===== src/rtl/lpes_pkg.sv =====
package lpes_pkg;
  localparam int CFG_W      = 32;
  localparam int N_PORT_EV  = 8;
  localparam int N_ARB      = 7;
  localparam int MC_W       = 4;

  // field positions are decoded by software, so they are fixed
  localparam int PORT_LO    = 24;
  localparam int EVERY_BIT  = 21;
  localparam int MC_LO      = 17;
  localparam int BUSY_BIT   = 16;
  localparam int ARB_LO     = 9;

  localparam logic [MC_W-1:0] MC_FIRST = 4'd1;
  localparam logic [MC_W-1:0] MC_LAST  = 4'd8;

  localparam logic [CFG_W-1:0] CFG_WMASK = {8'hFF, 2'b00, 13'h1FFF, 9'h000};

  typedef struct packed {
    logic [N_PORT_EV-1:0] port_en;
    logic                 every;
    logic [MC_W-1:0]      mc_sel;
    logic                 busy_en;
    logic [N_ARB-1:0]     arb_mask;
  } cfg_t;

  function automatic cfg_t cfg_decode(input logic [CFG_W-1:0] w);
    cfg_t c;
    c.port_en  = w[PORT_LO +: N_PORT_EV];
    c.every    = w[EVERY_BIT];
    c.mc_sel   = w[MC_LO +: MC_W];
    c.busy_en  = w[BUSY_BIT];
    c.arb_mask = w[ARB_LO +: N_ARB];
    return c;
  endfunction
endpackage


===== src/rtl/lpes_cfg_reg.sv =====
module lpes_cfg_reg #(
  parameter int                W     = 32,
  parameter logic [W-1:0]      WMASK = '1
) (
  input  logic         clk,
  input  logic         rst_n,
  input  logic         we,
  input  logic [W-1:0] wdata,
  output logic [W-1:0] q
);
  logic [W-1:0] q_d;

  always_comb begin
    q_d = wdata & WMASK;
  end

  always_ff @(posedge clk or negedge rst_n) begin
    if (!rst_n)  q <= '0;
    else if (we) q <= q_d;
  end
endmodule


===== src/rtl/lpes_mc_prescaler.sv =====
module lpes_mc_prescaler #(
  parameter int                CNT_W    = 7,
  parameter int                MC_W     = 4,
  parameter logic [MC_W-1:0]   MC_FIRST = 1,
  parameter logic [MC_W-1:0]   MC_LAST  = 8
) (
  input  logic            clk,
  input  logic            rst_n,
  input  logic            clr,
  input  logic            alloc_vld,
  input  logic [MC_W-1:0] alloc_cls,
  input  logic [MC_W-1:0] sel,
  input  logic            every,
  output logic            hit
);
  localparam logic [CNT_W-1:0] CNT_MAX = '1;

  logic [CNT_W-1:0] cnt, cnt_d;
  logic             cnt_en;
  logic             sel_ok, match, wrap;

  always_comb begin
    sel_ok = (sel >= MC_FIRST) && (sel <= MC_LAST);
    match  = alloc_vld && sel_ok && (alloc_cls == sel);
    wrap   = match && !every && (cnt == CNT_MAX);
    hit    = every ? match : wrap;
    cnt_en = clr || (match && !every);
    cnt_d  = clr ? '0 : cnt + 1'b1;
  end

  always_ff @(posedge clk or negedge rst_n) begin
    if (!rst_n)      cnt <= '0;
    else if (cnt_en) cnt <= cnt_d;
  end
endmodule


===== src/rtl/lpes_evt_merge.sv =====
module lpes_evt_merge #(
  parameter int N_PORT = 8,
  parameter int N_ARB  = 7
) (
  input  logic [N_PORT-1:0] port_ev,
  input  logic [N_PORT-1:0] port_en,
  input  logic              busy,
  input  logic              busy_en,
  input  logic [N_ARB-1:0]  arb_vec,
  input  logic [N_ARB-1:0]  arb_mask,
  input  logic              mc_hit,
  output logic              any
);
  logic [N_PORT-1:0] port_g;
  logic [N_ARB-1:0]  arb_g;

  for (genvar g = 0; g < N_PORT; g++) begin : g_port
    assign port_g[g] = port_ev[g] & port_en[g];
  end
  for (genvar a = 0; a < N_ARB; a++) begin : g_arb
    assign arb_g[a] = arb_vec[a] & arb_mask[a];
  end

  always_comb begin
    any = (|port_g) | (busy & busy_en) | (|arb_g) | mc_hit;
  end
endmodule


===== src/rtl/link_evt_sel.sv =====
module link_evt_sel
  import lpes_pkg::*;
#(
  parameter int PRESCALE_W = 7
) (
  input  logic                clk,
  input  logic                rst_n,
  input  logic                cfg_we,
  input  logic [CFG_W-1:0]    cfg_wdata,
  output logic [CFG_W-1:0]    cfg_rdata,
  input  logic                ev_flit_tx,
  input  logic                ev_null_tx,
  input  logic                ev_retryq_ovf,
  input  logic                ev_retryq_busy,
  input  logic                ev_outq_ovf,
  input  logic                ev_outq_busy,
  input  logic                ev_spec_rx,
  input  logic                ev_crc_rx,
  input  logic                eot_alloc_vld,
  input  logic [MC_W-1:0]     eot_alloc_cls,
  input  logic                eot_busy,
  input  logic [N_ARB-1:0]    arb_alloc,
  output logic                inc_pulse
);
  logic [CFG_W-1:0]     cfg_q;
  cfg_t                 cfg;
  logic [N_PORT_EV-1:0] port_ev;
  logic                 mc_hit;
  logic                 any_ev;
  logic                 pulse_d;

  lpes_cfg_reg #(.W(CFG_W), .WMASK(CFG_WMASK)) u_cfg (
    .clk(clk), .rst_n(rst_n), .we(cfg_we), .wdata(cfg_wdata), .q(cfg_q)
  );

  always_comb begin
    cfg       = cfg_decode(cfg_q);
    cfg_rdata = cfg_q;
    port_ev   = {ev_flit_tx, ev_null_tx, ev_retryq_ovf, ev_retryq_busy,
                 ev_outq_ovf, ev_outq_busy, ev_spec_rx, ev_crc_rx};
  end

  lpes_mc_prescaler #(
    .CNT_W(PRESCALE_W), .MC_W(MC_W), .MC_FIRST(MC_FIRST), .MC_LAST(MC_LAST)
  ) u_mc (
    .clk(clk), .rst_n(rst_n), .clr(cfg_we),
    .alloc_vld(eot_alloc_vld), .alloc_cls(eot_alloc_cls),
    .sel(cfg.mc_sel), .every(cfg.every), .hit(mc_hit)
  );

  lpes_evt_merge #(.N_PORT(N_PORT_EV), .N_ARB(N_ARB)) u_merge (
    .port_ev(port_ev), .port_en(cfg.port_en),
    .busy(eot_busy), .busy_en(cfg.busy_en),
    .arb_vec(arb_alloc), .arb_mask(cfg.arb_mask),
    .mc_hit(mc_hit), .any(any_ev)
  );

  always_comb begin
    pulse_d = any_ev;
  end

  always_ff @(posedge clk or negedge rst_n) begin
    if (!rst_n) inc_pulse <= 1'b0;
    else        inc_pulse <= pulse_d;
  end
endmodule


===== config.mk =====
export PLATFORM = sky130hd
export DESIGN_NAME = link_evt_sel
export DESIGN_NICKNAME = d
export VERILOG_FILES = /design/src/rtl/lpes_pkg.sv /design/src/rtl/lpes_cfg_reg.sv /design/src/rtl/lpes_mc_prescaler.sv /design/src/rtl/lpes_evt_merge.sv /design/src/rtl/link_evt_sel.sv
export SDC_FILE = /design/constraint.sdc
export NUM_CORES = 1
export LEC_CHECK = 0
export BUFFER_PORTS_ARGS = -buffer_cell sky130_fd_sc_hd__buf_2
export CORE_ASPECT_RATIO = 0.9
export CORE_UTILIZATION = 45
export CTS_CLUSTER_DIAMETER = 150
export DETAILED_ROUTE_END_ITERATION = 8
export MAX_ROUTING_LAYER = met4
export PLACE_DENSITY = 0.84
export SLEW_MARGIN = 20
export SYNTH_ARGS = -nofsm -noshare
export SYNTH_HDL_FRONTEND = slang
export SYNTH_SLANG_ARGS = --single-unit

===== constraint.sdc =====
create_clock -name clk -period 5.6 [get_ports clk]
set_input_delay 1.12 -clock clk [delete_from_list [all_inputs] [get_ports clk]]
set_output_delay 1.12 -clock clk [all_outputs]
set_load 0.01 [all_outputs]

==> run metrics <==
outcome=finished, final reports clean; DR WL met2=around 1300 um; R2R cell count=5; layout cell share with drive strength beyond 1=0.505; clock sink count=29; initial antenna violation count=0; clk buf depth=2; post-synth top area share=0.497; ANT cells=0; vias in the first global route=about 1.1k; Site Rows=19; Final setup viols=0; fin crit period=roughly 2.4 ns; worst setup path endpoint=u_mc.cnt[5]$_DFFE_PN0P_; R2R Setup Slk=approximately 3.6 ns; first-pass GRT wire length=between 4000 and 5000 um; worst vdd ir=approximately 0.17 mV; setup ws final=between 3 and 4 ns; Mean Syn Cell Area=roughly 12 sq um; drt drc=0; crit-path max FO=10; Setup Skew=around 0.0035 ns; Max Fclk=around 420 MHz; Yosys warning count=0; largest net degree at the start of global routing=31; pre-CTS WS=between 2 and 3 ns; Mapped Cells=~120; reg2reg start=u_cfg.q[19]$_DFFE_PN0P_; Synth area leader=dfrtp_1; M1 WL=about 1300 um; setup TNS=0 ns; total power per unit cell area=between 200 and 250 nW/um^2; HPWL Detailed=2150 um; starting density of the core=0.476; final period utilization=0.422; routability cong.=slightly below 0.8; critical path required time=5.84 ns; full die area=3480 sq um; unique cell type count in the Yosys netlist=33; endpoint class of the critical path=flip-flop; Max Used Layer=met4; asr flop ratio synth=1.00; Pleak=between 0.8 and 0.9 nW; r2r endpoint=u_mc.cnt[5]$_DFFE_PN0P_; Hold Crit Class=reg2reg; H-tree Lvls=2; top cells by count, synth=dfrtp_1 (29), mux2_2 (20), buf_4 (13), nand2_1 (7), nor2_1 (7); vias=about 1.2k; Synth area leaders=dfrtp_1 (50%), mux2_2 (15%), buf_4 (6.7%); Mapped Area=roughly 1500 sq um; Layout area overhead=24.7%; clock-pin slew on the worst setup and hold paths=around 0.090 ns; Finished Core Util=0.594; final wirelength=2910 um; starting DRC count in detailed routing=21; CTS tree=yes; Die Ht=~56 um; sequential area share after synthesis=0.497; number of enable flip-flop cells after synthesis=0; CTS buffer count=5; CORE AREA=between 3000 and 4000 sq um; Worst Setup Start Kind=input port; Max-slew headroom=0.569; ys flop type=dfrtp_1; drt via density=a little over 5; DRT Pass-1 Iters=4; GRT Total Usage=0.192; Layout Nets=246; Setup CP Type=in2reg; RSZ-0062 raised after global routing=no; Skew-Pair Late Insertion Delay=~0.31 ns; # hold bufs at CTS=0; clock root cell=clkbuf_4; die width=around 62 um; Worst Max-Slew Pin Slew=between 0.6 and 0.7 ns; Yosys reg bits=29; top-count cell post-synth=dfrtp_1; Port Buffers=66; fin. max-slew vios=0; PnR Total Power=between 0.4 and 0.5 mW; crit path launch=eot_alloc_cls[0]; setup bufs post-CTS=0; max-cap violation count=0; num ports=89; Critical Path AT=approximately 2.6 ns; Routed WL per cell=12.5 um; final antenna-violating net count=0; GRT Residual Overflow=0; post-CTS resize count=0; routed wl met3=~210 um; fin cells=232; Placed Cells=~220; Hold Vio Cnt, Final=0
-- worst max-delay path: stages --
cell	delay, ns
buf_2	0.10
or2_4	0.24
o31ai_4	0.24
nand4_4	0.21
or4_1	0.54
a21oi_1	0.14
-- cells by family after synthesis --
group / share of synthesized area
compound gates: 0.123
simple gates: 0.107
buf+inv: 0.0771
flops: 0.497
fa+ha+maj: 0.00857
xor+xnor: 0.0240
other cells: 0.00257
mux: 0.161
-- cells in the final DEF, fill, tap and decap left out, drive strengths merged, types with 2 or more instances in the layout --
cell	instances
a21oi	4
a221oi	4
a22o	4
buf	66
clkbuf	8
conb	11
dfrtp	29
mux2	20
nand2	7
nand3	2
nand4	2
nor2	7
o21ai	4
o31ai	2
or3	2
xor2	4
-- final cells by class --
type                       instances  area [sq um]
inverter                           1          3.75
clock buffer                       8          48.8
timing repair buffer              66           330
tap                               42          52.6
sequential                        29           726
fill                             271          1250
multi-input combinational         86           659
-- per-stage QoR --
stage               hold WS, ns  instance area [sq um]
global route              0.554                   1820
finish                    0.539                   1820
global placement          0.511                   1770
CTS                       0.541                   1820
floorplan                 0.505                   1500
detailed placement        0.516                   1770
-- worst min-delay path by stage --
stage,start,to,depth (start not counted)
finish,u_cfg.q[25]$_DFFE_PN0P_,u_cfg.q[25]$_DFFE_PN0P_,1
global route,u_cfg.q[25]$_DFFE_PN0P_,u_cfg.q[25]$_DFFE_PN0P_,1
CTS,u_cfg.q[13]$_DFFE_PN0P_,u_cfg.q[13]$_DFFE_PN0P_,1
detailed placement,u_cfg.q[29]$_DFFE_PN0P_,u_cfg.q[29]$_DFFE_PN0P_,1
global placement,u_cfg.q[13]$_DFFE_PN0P_,u_cfg.q[13]$_DFFE_PN0P_,1
floorplan,u_cfg.q[16]$_DFFE_PN0P_,u_cfg.q[16]$_DFFE_PN0P_,1
-- layer usage --
layer / global-route usage / vias up
met1: 0.248 / 544
li1: - / 554
met5: - / -
met2: 0.283 / 64
met4: 0.0762 / 0
met3: 0.0535 / 4
-- where the power goes --
| group | internal (mW) | leakage, nW | switching, mW |
|---|---|---|---|
| combinational | 0.0439 | 0.511 | 0.0423 |
| clock | 0.0500 | 0.0265 | 0.0696 |
| sequential | 0.225 | 0.353 | 0.0147 |
| total | 0.319 | 0.890 | 0.127 |
-- state kept, by name (all words and copies together) (netlist names) --
name / flops
u_mc.cnt: 7
u_cfg.q: 21
inc_pulse: 1
(Power assumes the default switching activity.)
